==> src/rtl/shs_pkg.sv <==
package shs_pkg;
  localparam int BYTE_W      = 8;
  localparam int SYNC_STAGES = 2;
  localparam int PIN_W       = 3;
  localparam int SCK_IDX     = 0;
  localparam int SS_IDX      = 1;
  localparam int SDI_IDX     = 2;
  // Reset levels of the host pins: select idles high (deselected)
  localparam logic [PIN_W-1:0] PIN_IDLE = 3'b010;
endpackage

==> src/rtl/shs_sync.sv <==
module shs_sync #(
  parameter int            W      = 3,
  parameter int            STAGES = 2,
  parameter logic [W-1:0]  RST_V  = '0
) (
  input  logic         clk_i,
  input  logic         rst_ni,
  input  logic [W-1:0] d_i,
  output logic [W-1:0] q_o
);
  logic [W-1:0] stg_q [STAGES];

  for (genvar s = 0; s < STAGES; s++) begin : g_stage
    logic [W-1:0] src;
    if (s == 0) begin : g_first
      assign src = d_i;
    end else begin : g_next
      assign src = stg_q[s-1];
    end
    always_ff @(posedge clk_i or negedge rst_ni) begin
      if (!rst_ni) stg_q[s] <= RST_V;
      else         stg_q[s] <= src;
    end
  end

  assign q_o = stg_q[STAGES-1];
endmodule

==> src/rtl/shs_edge.sv <==
module shs_edge #(
  parameter int           W     = 2,
  parameter logic [W-1:0] RST_V = '0
) (
  input  logic         clk_i,
  input  logic         rst_ni,
  input  logic [W-1:0] lvl_i,
  output logic [W-1:0] rise_o,
  output logic [W-1:0] fall_o
);
  logic [W-1:0] prev_q;

  always_ff @(posedge clk_i or negedge rst_ni) begin
    if (!rst_ni) prev_q <= RST_V;
    else         prev_q <= lvl_i;
  end

  assign rise_o = lvl_i & ~prev_q;
  assign fall_o = ~lvl_i & prev_q;
endmodule

==> src/rtl/shs_shifter.sv <==
module shs_shifter #(
  parameter int W = 8
) (
  input  logic         clk_i,
  input  logic         rst_ni,
  input  logic         ss_lvl_i,
  input  logic         ss_rise_i,
  input  logic         ss_fall_i,
  input  logic         sck_rise_i,
  input  logic         sck_fall_i,
  input  logic         sdi_i,
  input  logic [W-1:0] tx_byte_i,
  output logic         sdo_o,
  output logic         sdo_oe_o,
  output logic [W-1:0] rx_byte_o,
  output logic         rx_valid_o
);
  logic [W-1:0] tx_q, tx_d;
  logic [W-1:0] rx_q, rx_d;
  logic [W-1:0] byte_q, byte_d;
  logic         seen_q, seen_d;
  logic         oe_q, oe_d;
  logic         vld_q, vld_d;
  logic         shift_en;

  assign shift_en = oe_q & ~ss_lvl_i;

  always_comb begin
    tx_d   = tx_q;
    rx_d   = rx_q;
    byte_d = byte_q;
    seen_d = seen_q;
    oe_d   = oe_q;
    vld_d  = 1'b0;
    if (ss_fall_i) begin
      oe_d   = 1'b1;
      tx_d   = tx_byte_i;
      rx_d   = '0;
      seen_d = 1'b0;
    end else if (ss_rise_i) begin
      oe_d   = 1'b0;
      seen_d = 1'b0;
      if (seen_q) begin
        byte_d = rx_q;
        vld_d  = 1'b1;
      end
    end else if (shift_en) begin
      if (sck_rise_i) begin
        rx_d   = {rx_q[W-2:0], sdi_i};
        seen_d = 1'b1;
      end else if (sck_fall_i) begin
        // newest received bit joins the tail: echo after the response
        tx_d = {tx_q[W-2:0], rx_q[0]};
      end
    end
  end

  always_ff @(posedge clk_i or negedge rst_ni) begin
    if (!rst_ni) begin
      tx_q   <= '0;
      rx_q   <= '0;
      byte_q <= '0;
      seen_q <= 1'b0;
      oe_q   <= 1'b0;
      vld_q  <= 1'b0;
    end else begin
      tx_q   <= tx_d;
      rx_q   <= rx_d;
      byte_q <= byte_d;
      seen_q <= seen_d;
      oe_q   <= oe_d;
      vld_q  <= vld_d;
    end
  end

  assign sdo_o      = oe_q & tx_q[W-1];
  assign sdo_oe_o   = oe_q;
  assign rx_byte_o  = byte_q;
  assign rx_valid_o = vld_q;
endmodule

==> src/rtl/serial_host_slave.sv <==
module serial_host_slave
  import shs_pkg::*;
(
  input  logic              clk_i,
  input  logic              rst_ni,
  input  logic              sck_i,
  input  logic              ss_ni,
  input  logic              sdi_i,
  input  logic [BYTE_W-1:0] tx_byte_i,
  output logic              sdo_o,
  output logic              sdo_oe_o,
  output logic [BYTE_W-1:0] rx_byte_o,
  output logic              rx_valid_o
);
  logic [PIN_W-1:0] pins_raw, pins_sync;
  logic [1:0]       rise, fall;
  logic             ss_sync;

  assign pins_raw[SCK_IDX] = sck_i;
  assign pins_raw[SS_IDX]  = ss_ni;
  assign pins_raw[SDI_IDX] = sdi_i;

  shs_sync #(.W(PIN_W), .STAGES(SYNC_STAGES), .RST_V(PIN_IDLE)) u_sync (
    .clk_i(clk_i), .rst_ni(rst_ni), .d_i(pins_raw), .q_o(pins_sync)
  );

  shs_edge #(.W(2), .RST_V(PIN_IDLE[1:0])) u_edge (
    .clk_i(clk_i), .rst_ni(rst_ni), .lvl_i(pins_sync[1:0]),
    .rise_o(rise), .fall_o(fall)
  );

  assign ss_sync = pins_sync[SS_IDX];

  shs_shifter #(.W(BYTE_W)) u_shift (
    .clk_i(clk_i), .rst_ni(rst_ni),
    .ss_lvl_i(ss_sync), .ss_rise_i(rise[SS_IDX]), .ss_fall_i(fall[SS_IDX]),
    .sck_rise_i(rise[SCK_IDX]), .sck_fall_i(fall[SCK_IDX]),
    .sdi_i(pins_sync[SDI_IDX]), .tx_byte_i(tx_byte_i),
    .sdo_o(sdo_o), .sdo_oe_o(sdo_oe_o),
    .rx_byte_o(rx_byte_o), .rx_valid_o(rx_valid_o)
  );
endmodule

==> config.mk <==
export PLATFORM = sky130hd
export DESIGN_NAME = serial_host_slave
export DESIGN_NICKNAME = d
export VERILOG_FILES = /design/src/rtl/shs_pkg.sv /design/src/rtl/shs_sync.sv /design/src/rtl/shs_edge.sv /design/src/rtl/shs_shifter.sv /design/src/rtl/serial_host_slave.sv
export SDC_FILE = /design/constraint.sdc
export NUM_CORES = 1
export LEC_CHECK = 0
export BUFFER_PORTS_ARGS = -buffer_cell sky130_fd_sc_hd__buf_2
export CAP_MARGIN = 5
export CORE_ASPECT_RATIO = 1.75
export CORE_MARGIN = 5
export CORE_UTILIZATION = 49
export DETAILED_ROUTE_END_ITERATION = 16
export GPL_ROUTABILITY_DRIVEN = 0
export PLACE_DENSITY = 0.84
export SLEW_MARGIN = 5
export SYNTH_ARGS = -nofsm -noshare
export SYNTH_HDL_FRONTEND = slang
export SYNTH_SLANG_ARGS = --single-unit
==> constraint.sdc <==
create_clock -name clk_i -period 1.6 [get_ports clk_i]
set_clock_uncertainty 0.2 [all_clocks]
set_input_delay 0.08 -clock clk_i [delete_from_list [all_inputs] [get_ports clk_i]]
set_output_delay 0.08 -clock clk_i [all_outputs]
set_load 0.02 [all_outputs]
After elaboration in Yosys (flattened, before gate mapping). Index checks and enable logic that the tools add are counted.

Register bits after elaboration: 35. Output and inout bits: 11. Logic and storage cells: 47.

Equal/unequal tests: 2. Muxes and demuxes: 18. Bitwise operators: 8. Reductions and logical operators: 10.

Operator list (count): $mux 8 (9); $mux 1 (9); $reduce_bool 2->1 (4); $reduce_and 3->1 (2); $reduce_bool 3->1 (2); $and 2x2->2 (2); $ne 2x1->1 const B (2); $not 2->2 (2); $reduce_and 4->1 (1); $and 1x1->1 (2); $not 1->1 (2); $reduce_and 2->1 (1).

Longest topological paths before layout. Gate-level depths: netlist of the first run.

Word-level depth: 7. Mapped depth: 7. Gate-level depth less buffers: 5.

Cells and area by module. A second synthesis of the first run with hierarchy kept.

Cells, all modules: 113. Area total of the unflattened synthesis: 1440.1 um^2.

By module, submodules not included: shs_shifter (instances 1, cells each 101, area an instance 1201.2 um^2, seq. area each 675.6 um^2); shs_sync (instances 1, cells each 6, area an instance 152.6 um^2, seq. area each 152.6 um^2); shs_edge (instances 1, cells each 6, area an instance 86.3 um^2, seq. area each 51.3 um^2).

Worst setup path after synthesis of the first run. OpenSTA, ideal clock, no wires.

Kind: flip-flop to flip-flop. Start point: reg u_sync.stg_q, in the netlist u_sync.q_o[1]. End point: reg u_shift.rx_q[4]. Arrival time: 1388 ps. Required time: 1284 ps. Setup slack: -103 ps. Cell stages (with the launch flop): 8. Path buffers: 2. Path through: dfstp_2 inv_1 ha_1 buf_6 nor2_4 buf_4 nand3_1 o311ai_0.

Cells in the longest elaborated chain, start to end: 4.

RTL lines: from (decl) (RTL line shs_sync.sv:11) `logic [W-1:0] stg_q [STAGES];`; from (signal, indexed assignment) (RTL line shs_sync.sv:22) `else stg_q[s] <= src;`; $not 2->2 / $not 1->1 (equally long branches) (RTL line shs_edge.sv:19, shs_shifter.sv:26); $and 2x2->2 / $and 1x1->1 (equally long branches) (RTL line shs_edge.sv:19, shs_shifter.sv:26); $ne 2x1->1 (no source line) / $reduce_bool 2->1 (equally long branches); $reduce_and 3->1 (no source line); to (signal assigned) (RTL line shs_shifter.sv:68) `rx_q <= rx_d;`; to (decl) (RTL line shs_shifter.sv:19) `logic [W-1:0] rx_q, rx_d;`.

Parallel ways exist; a longest one is shown, timed or not. A chain may end at the register's enable or synchronous reset.

Worst setup path after layout of the first run.
Start point: reg u_sync.stg_q, in the netlist u_sync.q_o[1]. End point: reg u_shift.rx_q[5].

Same word-level chain as after synthesis.

==> results of run 1 <==
## power by group through the flow
stage / clock network, W / registers [W] / logic, W
after floorplan: 0 / 0.00106 / 0.000152
after global placement: 0 / 0.00106 / 0.000256
after detailed placement: 0 / 0.00106 / 0.000269
after CTS: 0.000606 / 0.00105 / 0.000296
after global routing: 0.000668 / 0.00107 / 0.000368
final: 0.000592 / 0.00106 / 0.000332
## area by class of cell
type                       instances  area share (%)
inverter                          10            1.81
tap                               43            2.60
multi-input combinational         88            32.0
clock inverter                     1           0.241
timing repair buffer              46            17.3
clock buffer                       7            3.68
sequential                        35            42.4
## layer usage
| layer | vias up | part of all wire (%) |
|---|---|---|
| met1 | 608 | 40 |
| met4 | 0 | 3.5 |
| met3 | 12 | 6.1 |
| met2 | 36 | 50 |
| li1 | 590 | - |
| met5 | - | 0 |
## worst paths after layout
kind                                              to  slack (ps)
worst max-delay path                 u_shift.rx_q[5]         -10
worst min-delay path            u_shift.rx_byte_o[7]          50
worst max register to register       u_shift.rx_q[5]         -10
worst min register to register         u_sync.q_o[2]         150
max in group asynchronous            u_shift.tx_q[0]         700
min in group clk_i                     u_sync.q_o[2]         150
## cell usage after synthesis, types with 3 or more instances
master / count / area [sq um]
a22oi_1: 8 / 60.1
buf_2: 3 / 15.0
dfrtp_1: 32 / 801
dfstp_2: 3 / 78.8
inv_1: 10 / 37.5
nand2_1: 17 / 63.8
nand3_1: 24 / 120
nand3b_1: 8 / 60.1
o21ai_0: 8 / 40.0
o311ai_0: 6 / 52.6
## metrics by stage
stage	total power (W)	TNS, ps	instance area [sq um]	std cells
after global placement	0.00131	-445	1740	209
after detailed placement	0.00133	-1340	1740	209
after CTS	0.00195	-32.0	1940	229
after floorplan	0.00122	-59.8	1540	143
final	0.00198	-16.4	2070	230
after global routing	0.00210	-752	2070	230
## sequential cells by signal, summed over array words and instances, names as in the netlist
name	count
u_edge.prev_q	2
u_shift.rx_byte_o	8
u_shift.rx_q	8
u_shift.rx_valid_o	1
u_shift.sdo_oe_o	1
u_shift.seen_q	1
u_shift.tx_q	8
u_sync.g_stage.src	3
u_sync.q_o	3
## repair_timing
action / in CTS / in global routing
setup buffers: 0 / 1
gates resized for setup: 6 / 21
pin swaps: 0 / 11
hold buffers: 12 / 0
hold endpoints to repair: 46 / 0
endpoints found under the setup margin: 13 / 24
## layout by cell type (no fill, tap or decap), types with 3 or more instances in the layout
cell type / instances
nand3_1: 20
o311ai_1: 3
dfstp_2: 3
buf_2: 23
buf_6: 4
dlygate4sd3_1: 12
nand3_2: 4
nand2_1: 17
dfrtp_1: 32
inv_1: 9
buf_4: 5
a22oi_2: 4
o21ai_0: 8
a22oi_1: 4
clkbuf_8: 5
nand3b_1: 8
o311ai_2: 5
## kinds of logic after synthesis
group / after synthesis / synth area share, %
compound gates: 27 / 12.4
flops: 35 / 57.5
mux: 1 / 0.736
buf+inv: 20 / 6.63
fa+ha+maj: 2 / 1.64
simple gates: 58 / 21.0
==> impl_metrics.py, run 1 <==
metrics = {
    "detailed_routing": {
        "wl_per_cell_microns": 14.1,
        "drtIter0Drc": 39,
        "wl_microns": 3240,
        "vias_per_cell": 5.42,
        "ant_nets": 0,
        "drcViolationCount": 0,
        "vias": 1246,
        "dr.pass1.iters": 4,
    },
    "timing": {
        "maxSlewViolCount": 0,
        "final.setup.worst_slack_ps": -11.0,
        "worst_pin_slew_ps": 422,
        "rsz0062_at_grt": "true",
        "hold_viol": 0,
        "period_share_pct": 101,
        "holdWs_ps": 54.3,
        "fmax_ghz": 0.621,
        "fin_crit_ps": 1610,
        "maxSlewHeadroom_pct": 71.9,
        "setup_viol": 2,
    },
    "worst_setup_path": {
        "cp-startpoint": "u_sync.q_o[1]",
        "crit_chain": "inv_2 > ha_4 > nor2_4 > buf_12 > nand3_1 > o311ai_1",
        "critPathArrivalTime_ps": 1600,
        "timing.rr.start": "u_sync.q_o[1]",
        "path_class": "flip-flop to flip-flop",
        "cp_num_cells": 6,
        "start_kind": "flip-flop",
        "critical_path_buf_inv_count": 2,
        "r2r_cells": 6,
        "timing.critical_path.fanout_max": 8,
        "cp_top_family": "flip-flops",
        "end_kind": "flip-flop",
        "worstPathRequired_ps": 1590,
        "cp_slowest_cell": "dfstp_2",
        "slowest_delay_ps": 580,
    },
    "yosys": {
        "async_flop_share_pct": 100,
        "post_synth_num_cell_types": 27,
        "syn-cell-area_sq_mm": 0.00153,
        "synth_flop_cell": "dfrtp_1",
        "synth_edf_count": 0,
        "syn_inst": 143,
        "ys_warn_count": 0,
        "ys_seq_area_share_pct": 57.5,
        "ys_seq_elements": 35,
        "syn_area_per_cell_sq_um": 10.7,
        "syn_nets": 158,
    },
    "floorplan": {
        "die_area_sq_mm": 0.00438,
        "die_w_microns": 52.2,
        "ioPinCount": 24,
        "start_util_pct": 49.7,
        "fp.dieH_microns": 83.9,
        "rows": 27,
        "core_area_sq_mm": 0.00307,
    },
    "run_status": {
        "outcome": "complete, but fails checks",
        "violations": "setup timing",
    },
    "pwr": {
        "peakVddDrop_v": 0.000795,
        "p_seq_share_pct": 53.3,
        "powerDensity_mw_per_mm2": 956,
        "pwr-share-clk_pct": 29.9,
        "intPower_w": 0.00145,
        "switchingPower_w": 0.000534,
        "power_leakage_nw": 0.904,
        "power_frac_comb_pct": 16.8,
        "sw_frac_of_total_pct": 27.0,
    },
    "clock_tree": {
        "clock_sinks": 35,
        "clockBufferDepth": 2,
        "cts_tree": "built",
        "clk_latency_ps": 290,
        "cts_buffers": 5,
        "cts_root_buffer": "clkbuf_8",
        "clkSlewWorstSetupHoldPaths_ps": 60,
        "h-tree-depth": 2,
    },
    "global_route": {
        "globalRouteTotalUtil_pct": 17.2,
        "grt-busiest-layer": "met2",
        "antenna_found_initial": 0,
        "grt_max_degree": 19,
        "met3_usage_pct": 5.55,
        "grt_pass1_wl_microns": 5620,
        "gr-total-overflow": 0,
        "grt_pass1_vias": 1265,
        "grtUsageMet1_pct": 20.2,
        "grt.met2_usage_pct": 26.9,
    },
    "final_layout": {
        "regArea_sq_um": 880,
        "syn_to_final_growth_pct": 35.6,
        "multi_input_area_sq_um": 663,
        "utilization_pct": 67.4,
        "num-fill-cells": 222,
        "diodes": 0,
        "layout-drive-gt1-share_pct": 34.8,
        "final_nets": 201,
    },
    "placed_design": {
        "dp_hpwl_microns": 2170,
        "port_buffers": 23,
        "pre_cts_ws_ps": -187,
    },
    "hold_path": {
        "min_path_type": "input pin to asynchronous set/reset pin",
    },
    "job": {
        "cap_violations": 0,
    },
}
(Power assumes the default switching activity.)
==> run 2, diff against run 1 <==
CELL_PAD_IN_SITES_DETAIL_PLACEMENT = 1   (was not set)
CELL_PAD_IN_SITES_GLOBAL_PLACEMENT = 1   (was not set)
CORE_UTILIZATION = 43   (was 49)
PLACE_DENSITY = 0.88   (was 0.84)
clock period = 1.7 ns   (was 1.6 ns; I/O delays follow)
==> run 2 against run 1 <==
Compared with the run above: the run now ends clean; critical path depth shrank 1; combinational power decreased by 11%; routed wire length up 19%; power grew 3.7%; register-to-register slack better by 80 ps; sequential share of layout area up 1.1 points.
==> impl_metrics.py, run 2 (synthesized netlist as in run 1, its figures left out) <==
metrics = {
    "final_layout": {
        "final_common_cell": "dfrtp_1",
        "regArea_sq_um": 880,
        "final_cell_mix": "32 x dfrtp_1, 24 x nand3_1, 23 x buf_2",
        "syn_to_final_growth_pct": 32.2,
        "layout-drive-gt1-share_pct": 32.1,
        "num-fill-cells": 374,
        "final_nets": 201,
        "multi_input_area_sq_um": 608,
        "diodes": 0,
    },
    "clock_tree": {
        "clkSlewWorstSetupHoldPaths_ps": 70,
        "cts_buffers": 5,
        "clockBufferDepth": 2,
        "clock_sinks": 35,
        "cts_tree": "built",
        "cts_root_buffer": "clkbuf_8",
        "clk_latency_ps": 290,
        "post_cts_buffers": 0,
        "h-tree-depth": 2,
    },
    "global_route": {
        "gr-total-overflow": 0,
        "globalRouteTotalUtil_pct": 19.4,
        "grt_pass1_vias": 1489,
        "antenna_found_initial": 0,
        "grt_max_degree": 36,
        "grt_pass1_wl_microns": 6740,
    },
    "worst_setup_path": {
        "start_kind": "flip-flop",
        "r2r_cells": 5,
        "critPathArrivalTime_ps": 1590,
        "timing.rr.start": "u_edge.prev_q[1]",
        "worstPathRequired_ps": 1660,
        "r2r_slack_ps": 70,
        "timing.critical_path.fanout_max": 8,
        "end_kind": "flip-flop",
        "r2r_end": "u_shift.tx_q[2]",
        "path_class": "flip-flop to flip-flop",
    },
    "detailed_routing": {
        "drcViolationCount": 0,
        "met2_length_microns": 2210,
        "wl_microns": 3870,
        "ant_nets": 0,
        "wl_met3_microns": 153,
        "dr.pass1.iters": 4,
        "vias_per_cell": 5.38,
        "top_layer_used": "met4",
        "drt-met1-wl_microns": 1400,
        "vias": 1248,
        "wl_per_cell_microns": 16.7,
        "drtIter0Drc": 19,
    },
    "timing": {
        "period_share_pct": 95.9,
        "fmax_ghz": 0.613,
        "worst_pin_slew_ps": 428,
        "rsz0062_at_grt": "true",
        "holdWs_ps": 140,
        "maxSlewViolCount": 0,
        "fin_crit_ps": 1630,
        "fin_tns_setup_ps": 0,
        "hold_viol": 0,
        "maxSlewHeadroom_pct": 71.5,
        "setup_viol": 0,
    },
    "hold_path": {
        "min_to": "u_sync.q_o[2]",
        "hold_start": "u_sync.g_stage[1].src[2]",
        "min_path_type": "flip-flop to flip-flop",
        "whs_path_depth": 0,
    },
    "pwr": {
        "powerDensity_mw_per_mm2": 1020,
        "power_leakage_nw": 0.899,
        "p_seq_share_pct": 48.5,
        "sw_frac_of_total_pct": 25.5,
        "power_frac_comb_pct": 14.3,
        "pwr-share-clk_pct": 37.2,
        "switchingPower_w": 0.000523,
        "peakVddDrop_v": 0.000754,
        "p_total_w": 0.00205,
        "intPower_w": 0.00153,
    },
    "floorplan": {
        "start_util_pct": 45.0,
        "core_area_sq_mm": 0.00340,
        "fp.dieH_microns": 88.9,
        "die_w_microns": 55.1,
        "rows": 28,
        "die_area_sq_mm": 0.00490,
        "ioPinCount": 24,
    },
    "placed_design": {
        "port_buffers": 23,
        "dp_hpwl_microns": 2540,
    },
    "run_status": {
        "outcome": "complete, no violations",
    },
    "job": {
        "cap_violations": 0,
    },
}
## run 2: cell types whose count changed in the layout (fill, tap and decap cells not counted), moves of 2 or more
cell / before / now
buf_4: 5 / 10
nand3_1: 20 / 24
nand3_2: 4 / 0
buf_6: 4 / 1
buf_12: 2 / 0
clkbuf_1: 2 / 0
ha_2: 0 / 2
ha_4: 2 / 0
o311ai_2: 5 / 3
## run 2: metal layers
metal	vias up	track usage [%]
met5	-	0
met4	0	10.4
met3	8	4.38
met2	29	34.6
met1	626	20.0
li1	585	-
## run 2: worst max path at each step
stage | start | slack, ps | depth (start not counted) | endpoint
5_1_grt | u_edge.prev_q[1] | 4 | 5 | u_shift.tx_q[1]
2_1_floorplan | u_sync.q_o[1] | 20 | 7 | u_shift.rx_q[4]
3_3_place_gp | u_sync.q_o[1] | 50 | 6 | u_shift.tx_q[4]
4_1_cts | u_sync.q_o[1] | 10 | 6 | u_shift.tx_q[6]
3_5_place_dp | u_sync.q_o[1] | -90 | 4 | u_shift.rx_q[1]
6_report | u_edge.prev_q[1] | 70 | 5 | u_shift.tx_q[2]
## run 2: power by group through the flow
stage          clock, W  sequential, W  combinational (W)
2_1_floorplan         0        0.00100           0.000141
4_1_cts        0.000781       0.000990           0.000282
6_report       0.000764       0.000997           0.000294
5_1_grt        0.000827        0.00101           0.000328
3_5_place_dp          0        0.00100           0.000255
3_3_place_gp          0       0.000994           0.000239
## run 2: worst max-delay path: stages (launching register included)
cell	delay [ps]
dfstp_2	530
inv_1	50
ha_2	240
buf_4	190
a22oi_2	200
nand3_1	100
## run 2: final cells by class
| type | count | share of cell area (%) |
|---|---|---|
| clock inverters | 2 | 1.73 |
| repair buffers | 46 | 15.9 |
| multi-input cells | 88 | 30.1 |
| clock buffers | 6 | 4.09 |
| well taps | 45 | 2.79 |
| flip-flops and latches | 35 | 43.5 |
| inverters | 10 | 1.86 |
## run 2: stage by stage
step,cells,worst slack [ps],utilization [%],cell area [sq um]
5_1_grt,232,3.88,59.5,2020
4_1_cts,233,11.7,58.1,1970
3_3_place_gp,213,53.4,50.8,1730
3_5_place_dp,213,-88.7,50.8,1730
6_report,232,69.0,59.5,2020
2_1_floorplan,143,18.2,-,1530
## run 2: what timing repair did
item,4_1_cts,5_1_grt
endpoints found under the hold margin,46,0
hold buffers,12,0
pin swaps,0,2
endpoints found under the setup margin,8,13
resized for setup,4,14
